## config.mk

```make
export PLATFORM = sky130hd
export DESIGN_NAME = branch_dispatch
export DESIGN_NICKNAME = d
export VERILOG_FILES = /design/src/rtl/disp_pkg.sv /design/src/rtl/disp_lowest.sv /design/src/rtl/disp_count.sv /design/src/rtl/branch_dispatch.sv
export SDC_FILE = /design/constraint.sdc
export NUM_CORES = 1
export LEC_CHECK = 0
export BUFFER_PORTS_ARGS = -buffer_cell sky130_fd_sc_hd__buf_2
export CORE_AREA = 2 2 131 133
export CTS_CLUSTER_DIAMETER = 80
export DETAILED_ROUTE_END_ITERATION = 16
export DIE_AREA = 0 0 133 135
export GPL_TIMING_DRIVEN = 1
export PLACE_DENSITY = 0.73
export SLEW_MARGIN = 20
export SYNTH_ARGS = -nofsm -noshare
export SYNTH_HDL_FRONTEND = slang
export SYNTH_SLANG_ARGS = --single-unit
```

## constraint.sdc

```tcl
create_clock -name clk -period 6.6 [get_ports clk]
set_input_delay 0.33 -clock clk [delete_from_list [all_inputs] [get_ports clk]]
set_output_delay 0.33 -clock clk [all_outputs]
set_load 0.01 [all_outputs]
```

## src/rtl/disp_pkg.sv

```systemverilog
package disp_pkg;
  typedef enum logic [1:0] {
    D_IDLE = 2'd0,
    D_RUN  = 2'd1,
    D_COPY = 2'd2,
    D_END  = 2'd3
  } disp_state_e;
endpackage

```

## src/rtl/disp_lowest.sv

```systemverilog
module disp_lowest #(
  parameter int W  = 8,
  parameter int IW = 3
) (
  input  logic [W-1:0]  vec,
  output logic [IW-1:0] idx,
  output logic          any
);
  always_comb begin
    idx = '0;
    any = |vec;
    for (int i = W - 1; i >= 0; i--) begin
      if (vec[i]) idx = IW'(i);
    end
  end
endmodule

```

## src/rtl/disp_count.sv

```systemverilog
module disp_count #(
  parameter int W  = 8,
  parameter int CW = 4
) (
  input  logic [W-1:0]  vec,
  output logic [CW-1:0] cnt
);
  always_comb begin
    cnt = '0;
    for (int i = 0; i < W; i++) begin
      cnt = cnt + CW'(vec[i]);
    end
  end
endmodule

```

## src/rtl/branch_dispatch.sv

```systemverilog
module branch_dispatch
  import disp_pkg::*;
#(
  parameter int NUM_ENG = 8,
  parameter int NDIG    = 9,
  parameter int CELL_W  = 7,
  parameter int DATA_W  = 8,
  localparam int IDX_W  = (NUM_ENG > 1) ? $clog2(NUM_ENG) : 1,
  localparam int DIG_W  = (NDIG > 1) ? $clog2(NDIG) : 1,
  localparam int VAL_W  = $clog2(NDIG + 1),
  localparam int FC_W   = $clog2(NUM_ENG + 1)
) (
  input  logic                        clk,
  input  logic                        rst_n,
  input  logic                        start,
  input  logic [NUM_ENG-1:0]          eng_done,
  input  logic [NUM_ENG-1:0]          eng_solved,
  input  logic [NUM_ENG-1:0]          eng_br_req,
  input  logic [NUM_ENG*CELL_W-1:0]   eng_br_cell,
  input  logic [NUM_ENG*NDIG-1:0]     eng_br_cands,
  input  logic [NUM_ENG*DATA_W-1:0]   eng_data,
  output logic [NUM_ENG-1:0]          eng_start,
  output logic [NUM_ENG-1:0]          eng_abort,
  output logic [NUM_ENG-1:0]          br_ack,
  output logic                        copy_valid,
  output logic [IDX_W-1:0]            copy_src,
  output logic [IDX_W-1:0]            copy_dst,
  output logic [CELL_W-1:0]           copy_cell,
  output logic [VAL_W-1:0]            copy_val,
  output logic [NUM_ENG-1:0]          busy_map,
  output logic                        solved,
  output logic [IDX_W-1:0]            sol_idx,
  output logic [DATA_W-1:0]           sol_data,
  output logic                        unsolvable,
  output logic                        no_room
);

  // per-engine views of the flattened buses
  logic [NDIG-1:0]   cand_arr [NUM_ENG];
  logic [CELL_W-1:0] cell_arr [NUM_ENG];
  logic [DATA_W-1:0] data_arr [NUM_ENG];

  for (genvar g = 0; g < NUM_ENG; g++) begin : g_unpack
    assign cand_arr[g] = eng_br_cands[g*NDIG +: NDIG];
    assign cell_arr[g] = eng_br_cell[g*CELL_W +: CELL_W];
    assign data_arr[g] = eng_data[g*DATA_W +: DATA_W];
  end

  // state
  disp_state_e         state_q, state_n;
  logic [NUM_ENG-1:0]  busy_q, busy_n;
  logic [IDX_W-1:0]    parent_q, parent_n;
  logic [NDIG-1:0]     rem_q, rem_n;
  logic [CELL_W-1:0]   cell_q, cell_n;
  logic [NUM_ENG-1:0]  start_n, abort_n, ack_n;
  logic                cv_n;
  logic [IDX_W-1:0]    src_n, dst_n;
  logic [CELL_W-1:0]   ccell_n;
  logic [VAL_W-1:0]    cval_n;
  logic                solved_n, uns_n, nroom_n;
  logic [IDX_W-1:0]    sidx_n;

  // event vectors
  logic [NUM_ENG-1:0]  win_vec, fail_vec, req_vec, busy_after;
  assign win_vec    = busy_q & eng_done & eng_solved;
  assign fail_vec   = busy_q & eng_done & ~eng_solved;
  assign req_vec    = busy_q & eng_br_req & ~eng_done;
  assign busy_after = busy_q & ~fail_vec;

  logic [IDX_W-1:0] win_idx, req_idx, free_idx;
  logic             win_any, req_any, free_any;
  logic [DIG_W-1:0] dig_idx;
  logic             dig_any;
  logic [VAL_W-1:0] need_cnt;
  logic [FC_W-1:0]  free_cnt;

  disp_lowest #(.W(NUM_ENG), .IW(IDX_W)) u_win  (.vec(win_vec), .idx(win_idx),  .any(win_any));
  disp_lowest #(.W(NUM_ENG), .IW(IDX_W)) u_req  (.vec(req_vec), .idx(req_idx),  .any(req_any));
  disp_lowest #(.W(NUM_ENG), .IW(IDX_W)) u_free (.vec(~busy_q), .idx(free_idx), .any(free_any));
  disp_lowest #(.W(NDIG),    .IW(DIG_W)) u_dig  (.vec(rem_q),   .idx(dig_idx),  .any(dig_any));
  disp_count  #(.W(NDIG),    .CW(VAL_W)) u_need (.vec(cand_arr[req_idx]), .cnt(need_cnt));
  disp_count  #(.W(NUM_ENG), .CW(FC_W))  u_fcnt (.vec(~busy_after),       .cnt(free_cnt));

  // next-state logic
  always_comb begin
    state_n  = state_q;
    busy_n   = busy_q;
    parent_n = parent_q;
    rem_n    = rem_q;
    cell_n   = cell_q;
    start_n  = '0;
    abort_n  = '0;
    ack_n    = '0;
    cv_n     = 1'b0;
    src_n    = '0;
    dst_n    = '0;
    ccell_n  = '0;
    cval_n   = '0;
    solved_n = solved;
    uns_n    = unsolvable;
    nroom_n  = no_room;
    sidx_n   = sol_idx;
    unique case (state_q)
      D_IDLE, D_END: begin
        if (start) begin
          busy_n     = NUM_ENG'(1);
          start_n    = NUM_ENG'(1);
          solved_n   = 1'b0;
          uns_n      = 1'b0;
          nroom_n    = 1'b0;
          sidx_n     = '0;
          state_n    = D_RUN;
        end
      end
      D_RUN: begin
        if (win_any) begin
          solved_n = 1'b1;
          sidx_n   = win_idx;
          abort_n  = busy_q & ~(NUM_ENG'(1) << win_idx);
          busy_n   = '0;
          state_n  = D_END;
        end else if (busy_after == '0) begin
          busy_n  = '0;
          uns_n   = 1'b1;
          state_n = D_END;
        end else if (req_any) begin
          if (int'(need_cnt) > int'(free_cnt)) begin
            nroom_n = 1'b1;
            abort_n = busy_after;
            busy_n  = '0;
            state_n = D_END;
          end else begin
            parent_n = req_idx;
            rem_n    = cand_arr[req_idx];
            cell_n   = cell_arr[req_idx];
            busy_n   = busy_after;
            state_n  = D_COPY;
          end
        end else begin
          busy_n = busy_after;
        end
      end
      D_COPY: begin
        if (!dig_any) begin
          ack_n[parent_q]  = 1'b1;
          busy_n[parent_q] = 1'b0;
          state_n          = D_RUN;
        end else if (free_any) begin
          cv_n              = 1'b1;
          src_n             = parent_q;
          dst_n             = free_idx;
          ccell_n           = cell_q;
          cval_n            = VAL_W'(dig_idx) + VAL_W'(1);
          start_n[free_idx] = 1'b1;
          busy_n[free_idx]  = 1'b1;
          rem_n[dig_idx]    = 1'b0;
        end
      end
      default: state_n = D_IDLE;
    endcase
  end

  // registers
  always_ff @(posedge clk or negedge rst_n) begin
    if (!rst_n) begin
      state_q    <= D_IDLE;
      busy_q     <= '0;
      parent_q   <= '0;
      rem_q      <= '0;
      cell_q     <= '0;
      eng_start  <= '0;
      eng_abort  <= '0;
      br_ack     <= '0;
      copy_valid <= 1'b0;
      copy_src   <= '0;
      copy_dst   <= '0;
      copy_cell  <= '0;
      copy_val   <= '0;
      solved     <= 1'b0;
      unsolvable <= 1'b0;
      no_room    <= 1'b0;
      sol_idx    <= '0;
    end else begin
      state_q    <= state_n;
      busy_q     <= busy_n;
      parent_q   <= parent_n;
      rem_q      <= rem_n;
      cell_q     <= cell_n;
      eng_start  <= start_n;
      eng_abort  <= abort_n;
      br_ack     <= ack_n;
      copy_valid <= cv_n;
      copy_src   <= src_n;
      copy_dst   <= dst_n;
      copy_cell  <= ccell_n;
      copy_val   <= cval_n;
      solved     <= solved_n;
      unsolvable <= uns_n;
      no_room    <= nroom_n;
      sol_idx    <= sidx_n;
    end
  end

  assign busy_map = busy_q;
  assign sol_data = solved ? data_arr[sol_idx] : '0;

  // checks on the dispatcher's own behaviour
  assert_copy_target_R3: assert property (@(posedge clk) disable iff (!rst_n)
    copy_valid |-> ($countones(eng_start) == 1 && (eng_start & ~busy_q) == '0 && copy_val != '0));

  assert_start_onehot_R2: assert property (@(posedge clk) disable iff (!rst_n)
    $onehot0(eng_start));

  assert_parent_freed_R4: assert property (@(posedge clk) disable iff (!rst_n)
    (br_ack != '0) |-> ($onehot0(br_ack) && (br_ack & busy_q) == '0));

  assert_winner_kept_R7: assert property (@(posedge clk) disable iff (!rst_n)
    $rose(solved) |-> (!eng_abort[sol_idx] && busy_q == '0));

  assert_single_outcome_R11: assert property (@(posedge clk) disable iff (!rst_n)
    $onehot0({solved, unsolvable, no_room}));

  assert_refuse_no_copy_R8: assert property (@(posedge clk) disable iff (!rst_n)
    $rose(no_room) |=> !copy_valid);

endmodule

```

==> impl_metrics.env <==
export IMPL_status="complete, no violations"
export IMPL_cts_buffers=9
export IMPL_dr_first_iter_drc_count=670
export IMPL_finalMaxSlewViolations=0
export IMPL_rsz0062_at_grt="no"
export IMPL_place_ws_ns=0.144
export IMPL_synthToLayoutAreaGrowth_pct=31.5
export IMPL_post_route_min_period_ns=6.22
export IMPL_synth_seq_cells=77
export IMPL_path_buf_inv=3
export IMPL_path_class="reg -> reg"
export IMPL_yosysTopAreaCellShare_pct=29.8
export IMPL_yosysSeqAreaShare_pct=29.8
export IMPL_crit_fanout=8
export IMPL_synthesis_nets=950
export IMPL_slew_headroom_pct=34.0
export IMPL_async_reset_ff_share_pct=100
export IMPL_crit_top_cell="fa_1"
export IMPL_rrSetupSlack_ns=0.38
export IMPL_hold_viol_final=0
export IMPL_fin_crit_sh_pct=94.2
export IMPL_h_tree_depth=3
export IMPL_placed_cells=1191
export IMPL_nets=1231
export IMPL_p_leak_nw=4.17
export IMPL_yosysWarnings=0
export IMPL_final_util_pct=51.8
export IMPL_fin_setup_tns_ns=0
export IMPL_endpoint_kind="flip-flop"
export IMPL_cp_arrival_ns=6.44
export IMPL_wl_per_cell_um=19.2
export IMPL_layout_drive_gt1_share_pct=38.9
export IMPL_syn_area_um2=6460
export IMPL_core_um2=16400
export IMPL_wl_um=23200
export IMPL_clockBufferDepth=2
export IMPL_hold_path_class="in -> async"
export IMPL_gr_total_overflow=0
export IMPL_first_pass_iters=5
export IMPL_max_freq_ghz=0.161
export IMPL_fp_row_count=47
export IMPL_synth_cell_types=82
export IMPL_pin_count=283
export IMPL_report_power_total_mw=2.02
export IMPL_dieWidth_um=133
export IMPL_vias=6941
export IMPL_cts_clk_slew_worst_paths_ns=0.06
export IMPL_ys_top_cells_by_area="dfrtp_1 30%, mux2i_1 5.7%, mux4_2 5.6%"
export IMPL_start_kind="flip-flop"
export IMPL_portBuffers=282
export IMPL_clockRootBuffer="clkbuf_16"
export IMPL_hold_buffers=0
export IMPL_grt_pass1_vias=6602
export IMPL_clock_latency_ns=0.35
export IMPL_n_antenna_cell=0
export IMPL_drc=0
export IMPL_drv_cap=0
export IMPL_antenna_found_initial=1
export IMPL_finalWorstSetupSlack_ns=0.380
export IMPL_crit_slowest_cell="fa_1"
export IMPL_grt_pass1_wl_um=35900
export IMPL_fin_cells=1208
export IMPL_rr_endpoint="cell_q[3]"
export IMPL_hold_ws_ns=0.125
export IMPL_yosys_top_cells_count="77 x dfrtp_1, 58 x nand2_1, 56 x nor2_1"
export IMPL_setup_viol=0
export IMPL_fin_skew_ns=0.00999
export IMPL_required_ns=6.82
export IMPL_postRouteAntennaNets=0
export IMPL_clock_sinks=77
export IMPL_syn_inst=702
export IMPL_r2r_cells=22
export IMPL_yosys_area_top_type="dfrtp_1"
export IMPL_track_usage_pct=25.5
export IMPL_place_area_um2=8160
export IMPL_avgSynthCellArea_um2=9.21
export IMPL_peakVddDrop_mv=0.157
export IMPL_path_delay_family="adder cells"
export IMPL_ys_flop_type="dfrtp_1"
export IMPL_avgViaCountPerCell=5.75
export IMPL_synth_edff_count=0
export IMPL_postLayoutCellArea_um2=8500
export IMPL_max_stage_delay_ns=0.54
export IMPL_grt_max_degree=78
export IMPL_crit_path_cell_trace="and3b_1 -> a211oi_1 -> nor3_1 -> a32oi_1 -> o211ai_1 -> ha_1 -> fa_1 -> inv_1 -> fa_1 -> fa_1 -> inv_1 -> ha_1 -> fa_1 -> xnor2_1 -> ha_1 -> o21ai_0 -> a21oi_1 -> o21a_1 -> a2111oi_2 -> buf_4 -> o21a_1 -> a211oi_1"
export IMPL_gp_routability_congestion=0.944
export IMPL_powerDensity_nw_per_um2=238
export IMPL_chipHeight_um=135
export IMPL_start_util_pct=39.4
export IMPL_tightest_slew_ns=0.984
export IMPL_cts_tree="yes"
export IMPL_yosysMostFrequentCell="dfrtp_1"
export IMPL_hpwl_um=18600
export IMPL_dieArea_um2=18000
export IMPL_r2r_start="busy_map[3]"
-- power breakdown --
part	leakage [nW]	total, mW	internal [mW]	switching [mW]
clock network	0.156	0.533	0.331	0.201
registers	1.04	0.639	0.543	0.0958
logic	2.98	0.850	0.353	0.496
total	4.17	2.02	1.23	0.794
-- worst max path at each step --
| stage | startpoint | endpoint | slack [ns] | depth (start not counted) |
|---|---|---|---|---|
| 5_1_grt | busy_map[1] | cell_q[3] | 0.0001 | 23 |
| 3_5_place_dp | busy_map[6] | rem_q[5] | 0.14 | 21 |
| 2_1_floorplan | busy_map[7] | rem_q[5] | 0.57 | 23 |
| 6_report | busy_map[3] | cell_q[3] | 0.38 | 22 |
| 3_3_place_gp | busy_map[6] | rem_q[5] | 0.19 | 21 |
| 4_1_cts | busy_map[6] | rem_q[0] | 0.11 | 21 |
-- sequential cells by signal, summed over array words and instances (netlist names), 2 cells and up --
signal / count
br_ack: 8
busy_map: 8
cell_q: 7
copy_cell: 7
copy_dst: 3
copy_src: 3
copy_val: 4
eng_abort: 8
eng_start: 8
parent_q: 3
rem_q: 9
sol_idx: 3
state_q: 2
-- per-layer routing --
layer  global-route usage, %  vias up  routed length (µm)  share of wire [%]
met5                       0        -                  13              0.056
met3                    4.54       44                1900                8.2
met4                    9.02        2                 550                2.4
met1                    36.6     3286               10300                 44
li1                        -     3210                   -                  -
met2                    38.5      399               10400                 45
-- cells in the final DEF (no fill, tap or decap), types with 12 or more instances in the layout --
cell      count
nor2_1       56
nand2b_1     12
a221oi_1     17
inv_1        36
o21ai_0      32
buf_2       281
mux2i_1      37
mux2_2       12
mux4_2       16
and2_1       17
and3_1       21
dfrtp_1      76
nand2_1      57
a211oi_1     16
a21oi_1      19
ha_1         20
nand3_1      26
buf_4        28
-- cell type report --
type,count,area (µm²)
clock buffer,10,229
clock inverter,6,87.6
tap,220,275
inverter,37,139
fill,1527,7910
sequential,77,1930
timing repair buffer,309,1620
multi-input combinational,549,4220
-- repair_timing --
| item | CTS | global route |
|---|---|---|
| resized for setup | 0 | 4 |
| setup buffers | 0 | 1 |
| setup endpoints to repair | 0 | 25 |
-- cell families (layout without fill, tap and decap cells) --
family | Yosys count | count (layout) | synth area share (%)
compound gates | 195 | 195 | 22.8
buf+inv | 76 | 362 | 5.13
flops | 77 | 77 | 29.8
mux | 65 | 65 | 13.4
xor+xnor | 3 | 3 | 0.407
fa+ha+maj | 29 | 29 | 6.66
simple gates | 257 | 257 | 21.8
No activity file was read; power rests on OpenSTA's default activity.
